## config.mk

```make
export PLATFORM = sky130hd
export DESIGN_NAME = tmr_out_unit
export DESIGN_NICKNAME = d
export VERILOG_FILES = /design/src/rtl/tmr_out_pkg.sv /design/src/rtl/tmr_out_decode.sv /design/src/rtl/tmr_out_reg.sv /design/src/rtl/tmr_out_unit.sv
export SDC_FILE = /design/constraint.sdc
export NUM_CORES = 1
export LEC_CHECK = 0
export CORE_AREA = 2 2 39 41
export DETAILED_ROUTE_END_ITERATION = 10
export DIE_AREA = 0 0 41 43
export PLACE_DENSITY = 0.3
export SLEW_MARGIN = 25
export SYNTH_ARGS = -nofsm -noshare
export SYNTH_HDL_FRONTEND = slang
export SYNTH_SLANG_ARGS = --single-unit
```

## constraint.sdc

```tcl
create_clock -name clk_i -period 1 [get_ports clk_i]
set_clock_uncertainty 0.15 [all_clocks]
set_input_delay 0.2 -clock clk_i [delete_from_list [all_inputs] [get_ports clk_i]]
set_output_delay 0.2 -clock clk_i [all_outputs]
set_load 0.1 [all_outputs]
```

## src/rtl/tmr_out_pkg.sv

```systemverilog
package tmr_out_pkg;
  localparam int unsigned MODE_W = 3;

  typedef enum logic [MODE_W-1:0] {
    MODE_SW      = 3'd0,
    MODE_SET     = 3'd1,
    MODE_TOG_CLR = 3'd2,
    MODE_SET_CLR = 3'd3,
    MODE_TOG     = 3'd4,
    MODE_CLR     = 3'd5,
    MODE_TOG_SET = 3'd6,
    MODE_CLR_SET = 3'd7
  } mode_e;

  typedef enum logic [2:0] {
    ACT_HOLD,
    ACT_SET,
    ACT_CLR,
    ACT_TOG,
    ACT_SW
  } act_e;
endpackage

```

## src/rtl/tmr_out_decode.sv

```systemverilog
module tmr_out_decode
  import tmr_out_pkg::*;
(
  input  mode_e mode_i,
  input  logic  own_i,
  input  logic  per_i,
  output act_e  act_o
);
  act_e own_act, per_act;

  always_comb begin
    own_act = ACT_HOLD;
    per_act = ACT_HOLD;
    unique case (mode_i)
      MODE_SW:      begin own_act = ACT_SW;  per_act = ACT_SW;   end
      MODE_SET:     own_act = ACT_SET;
      MODE_TOG_CLR: begin own_act = ACT_TOG; per_act = ACT_CLR;  end
      MODE_SET_CLR: begin own_act = ACT_SET; per_act = ACT_CLR;  end
      MODE_TOG:     own_act = ACT_TOG;
      MODE_CLR:     own_act = ACT_CLR;
      MODE_TOG_SET: begin own_act = ACT_TOG; per_act = ACT_SET;  end
      MODE_CLR_SET: begin own_act = ACT_CLR; per_act = ACT_SET;  end
      default:      ;
    endcase
  end

  // software mode ignores strobes; own match outranks period match
  always_comb begin
    if (mode_i == MODE_SW) act_o = ACT_SW;
    else if (own_i)        act_o = own_act;
    else if (per_i)        act_o = per_act;
    else                   act_o = ACT_HOLD;
  end
endmodule

```

## src/rtl/tmr_out_reg.sv

```systemverilog
module tmr_out_reg
  import tmr_out_pkg::*;
(
  input  logic clk_i,
  input  logic rst_ni,
  input  act_e act_i,
  input  logic sw_i,
  output logic q_o
);
  logic q_d;

  always_comb begin
    unique case (act_i)
      ACT_SET: q_d = 1'b1;
      ACT_CLR: q_d = 1'b0;
      ACT_TOG: q_d = ~q_o;
      ACT_SW:  q_d = sw_i;
      default: q_d = q_o;
    endcase
  end

  always_ff @(posedge clk_i or negedge rst_ni) begin
    if (!rst_ni) q_o <= 1'b0;
    else         q_o <= q_d;
  end

  a_r8_hold_no_act: assert property (@(posedge clk_i) disable iff (!rst_ni)
    act_i == ACT_HOLD |=> $stable(q_o));
endmodule

```

## src/rtl/tmr_out_unit.sv

```systemverilog
module tmr_out_unit
  import tmr_out_pkg::*;
#(
  parameter bit PERIOD_CH = 1'b0
) (
  input  logic              clk_i,
  input  logic              rst_ni,
  input  logic [MODE_W-1:0] mode_i,
  input  logic              sw_out_i,
  input  logic              eq_own_i,
  input  logic              eq_per_i,
  output logic              out_o
);
  mode_e mode;
  logic  per_eff;
  act_e  act;

  assign mode = mode_e'(mode_i);

  generate
    if (PERIOD_CH) begin : g_per_from_own
      assign per_eff = eq_own_i;  // own match doubles as period match
    end else begin : g_per_ext
      assign per_eff = eq_per_i;
    end
  endgenerate

  tmr_out_decode u_decode (
    .mode_i (mode),
    .own_i  (eq_own_i),
    .per_i  (per_eff),
    .act_o  (act)
  );

  tmr_out_reg u_reg (
    .clk_i  (clk_i),
    .rst_ni (rst_ni),
    .act_i  (act),
    .sw_i   (sw_out_i),
    .q_o    (out_o)
  );

  a_r2_sw_follow: assert property (@(posedge clk_i) disable iff (!rst_ni)
    mode_i == 3'd0 |=> out_o == $past(sw_out_i));

  a_r4_toggle: assert property (@(posedge clk_i) disable iff (!rst_ni)
    (mode_i == 3'd4 && eq_own_i) |=> out_o != $past(out_o));

  a_r6_clr_ignores_per: assert property (@(posedge clk_i) disable iff (!rst_ni)
    (mode_i == 3'd5 && !eq_own_i) |=> $stable(out_o));

  a_r7_own_wins: assert property (@(posedge clk_i) disable iff (!rst_ni)
    (mode_i == 3'd3 && eq_own_i) |=> out_o);

  a_r8_idle_hold: assert property (@(posedge clk_i) disable iff (!rst_ni)
    (mode_i != 3'd0 && !eq_own_i && !eq_per_i) |=> $stable(out_o));
endmodule

```

Yosys cells after proc, flatten, opt, wreduce, memory -nomap -nowiden --
Index checks and enable logic that the tools add are counted.
Word-level totals: logic and storage cells 26, input port bits 8, register bits after elaboration 1, output and inout port bits 1
Operators by class: bitwise gates (word level) 1, equal/unequal tests 11, reduce and logical (&&, ||, !) cells 7, multiplexer cells 6
Operator list (number):
- $eq A3 B3 Y1 const B | 5
- $eq A3 B2 Y1 const B | 4
- $pmux W3 S3 | 1
- $reduce_or A2 Y1 | 4
- $eq A3 B1 Y1 const B | 2
- $mux W3 | 2
- $pmux W1 S4 | 1
- $pmux W2 S2 | 1
- $reduce_bool A4 Y1 | 1
- $logic_not A3 Y1 | 1
- $reduce_or A3 Y1 | 1
- $mux W2 | 1
- $not A1 Y1 | 1

Logic depth before layout (Yosys ltp) --
depth in word-level cells 8, mapped depth 3, depth with buffers taken out 3

Modules after synthesis --
From an unflattened synthesis, not the netlist that was laid out.
Second synthesis, totals: cell total of the unflattened synthesis 16, area, all modules 128.9 µm²
Modules (own cells, without submodules):
- tmr_out_reg | area each 67.6 µm², times used 1, seq. area each 25.0 µm², cells an instance 8
- tmr_out_decode | area each 61.3 µm², times used 1, seq. area each 0.0 µm², cells an instance 8

Least setup slack after synthesis --
Ideal clock, no wire load.
kind register -> register, start register u_reg.q_o, end register u_reg.q_o, library setup time 90 ps, data required time 760 ps, period minus slack after synthesis 1625 ps, path slack -625 ps, stages on the path, launching flop included 4, buffers on the path 0, data arrival time 1385 ps, cell sequence dfrtp_1 and3b_1 a21oi_1 o221ai_1
Between the ends: cells in the longest elaborated chain, start to end 2
RTL lines:
- from (decl) | line tmr_out_reg.sv:8 | output logic q_o
- from (signal assigned) | line tmr_out_reg.sv:24 | else q_o <= q_d;
- $not A1 Y1 | line tmr_out_reg.sv:16 | ACT_TOG: q_d = ~q_o;
- $pmux W1 S4 | line tmr_out_reg.sv:13 | unique case (act_i)
No other way between the ends. A chain may end at the register's enable or synchronous reset.

Worst setup path after layout --
Same ends and word-level chain as after synthesis.

==> out/metrics.cfg <==
[critical_path]
critical_path_arrival_ns = 0.86
critPathMaxFanout = 5
endpoint_kind = register
path_class = register to register
cp-start-kind = register
cp.required_ns = 0.70

[yosys]
synth_seq_cells = 1
synth_cell_types = 10
ys_warn_count = 0
syn_inst = 10
synthesis.area_um2 = 90.1
syn_area_per_cell_um2 = 9.01
synth_area_leaders = dfrtp_1 (28%), mux2i_1 (11%), a2bb2oi_1 (9.7%)
synth_top_area_share = 0.278
seq_area_frac_synth = 0.278
synth_fp_nets = 18
yosysTopAreaCell = dfrtp_1

[detailed_routing]
wl_met2_um = 115
routed.top_layer = met3
dr_wl_met3_um = 46
dr.pass1.iters = 2
wl_met1_um = 167
vias_per_cell = 3.31
finalWirelength_um = 329
route.antenna.remaining_nets = 0
vias = 119
drtIter0Drc = 2
drc = 0
drt-wirelength-per-cell_um = 9.14

[min_path]
hold_path.class = primary input to async pin

[cells_and_area]
num-fill-cells = 153
final_area_um2 = 228
final-seq-area_um2 = 28.8
drive_above_1_share = 0.400
mostFrequentLayoutCells = dlygate4sd2_1 (3), clkdlybuf4s50_1 (2), buf_4 (2)
largest_reg_flops = 1
final_util = 0.165
num_antenna_cells = 0
syn_to_final_growth_pct = 153
top_register = u_reg.q_o
biggestRegsByFlops = u_reg.q_o (1)
nets = 30
final_common_cell = dlygate4sd2_1
multiInputGateArea_um2 = 82.6

[placement]
placed_area_um2 = 219
gp_congestion = 0.622
port_buffers = 8

[die]
row_count = 14
die_area_um2 = 1760
start_util = 0.0651
core_area_um2 = 1380
die_h_um = 43
io_pins = 9
dieWidth_um = 41

[grt]
grt_pass1_vias = 103
grt_pass1_wl_um = 441
grt_max_degree = 6
grt_antenna_before_repair = 0
grt-ovfl-total = 0
grt_use_total = 0.0331

[flow_run]
drv_cap = 0

[power]
vdd_drop_max_mv = 0.225
p_leak_uw = 0.0000945
p_per_area_nw_per_um2 = 966

[timing]
grt_setup_unrepaired = yes
slew_violations = 0
fin_crit_ns = 1.16
fin_crit_sh = 1.16
worst_slack_ns = -0.158
hold_viol_final = 0
max_freq_mhz = 864
whs_ns = 0.202
tightestPinTransition_ns = 0.218
slew-limit-headroom = 0.854
finalSetupViolations = 2

[clock_network]
path_clk_slew_ns = 0
clock_latency_ns = 0

[status]
violations = setup timing
outcome = finished, violations left

[timing repair]
item | CTS | global route
pin swaps | 2 | 0
setup endpoints to repair | 2 | 2
setup buffers | 0 | 0
resized for setup | 8 | 3
gates cloned | 0 | 0
hold buffers | 0 | 0
[worst max-delay path, cell delays in order (launching register included)]
cell and delay, ns:
dfrtp_4 0.47, a21o_1 0.17, a2bb2oi_2 0.11, o221ai_1 0.11
[stage by stage]
step | total power, µW | TNS, ns | cells | setup WS (ns)
after floorplan | 133 | -0.328 | 10 | -0.328
after global placement | 216 | -0.551 | 36 | -0.418
after detailed placement | 216 | -0.550 | 36 | -0.414
after CTS | 216 | -0.311 | 36 | -0.175
after global routing | 231 | -0.375 | 36 | -0.231
final | 220 | -0.290 | 36 | -0.158
[final cells by class]
cell class,count,area share
timing repair buffer,10,0.423
multi-input combinational,9,0.363
sequential,1,0.126
tap,16,0.0879
[path summary, 6_finish.rpt]
path	startpoint	endpoint	slack, ns	depth (start not counted)
max reg2reg	u_reg.q_o	u_reg.q_o	-0.16	3
min	rst_ni	u_reg.q_o	0.20	1
min reg2reg	u_reg.q_o	u_reg.q_o	0.58	3
min in group clk_i	mode_i[0]	u_reg.q_o	0.41	3
max	u_reg.q_o	u_reg.q_o	-0.16	3
max in group asynchronous	rst_ni	u_reg.q_o	0.38	1
[per-layer routing]
layer  track usage  up-vias
li1              -       62
met1        0.0607       48
met2        0.0375        9
met3        0.0105        0
met4             0        0
met5             0        -
[report_power, final]
group | switching (µW) | total (µW) | internal, µW
Sequential | 8.55 | 60.7 | 52.1
Clock | 0 | 0 | 0
Combinational | 83.2 | 159 | 76.2
Total | 91.8 | 220 | 128
[synthesized netlist by cell type (all sizes together)]
cell type / count
mux2i: 1
o221ai: 1
nand2: 1
o311ai: 1
nor2: 1
and3b: 1
dfrtp: 1
a2bb2oi: 1
a21o: 1
a21oi: 1
[cell families (layout without fill, tap and decap cells)]
group | count (synthesis) | after routing | share of synthesized area
muxes | 1 | 1 | 0.111
buffers and inverters | 0 | 10 | 0
and+or+nand+nor | 3 | 3 | 0.180
AOI/OAI and AO/OA | 5 | 5 | 0.431
DFF | 1 | 1 | 0.278
Note: power is estimated with default switching activity, not from simulation.
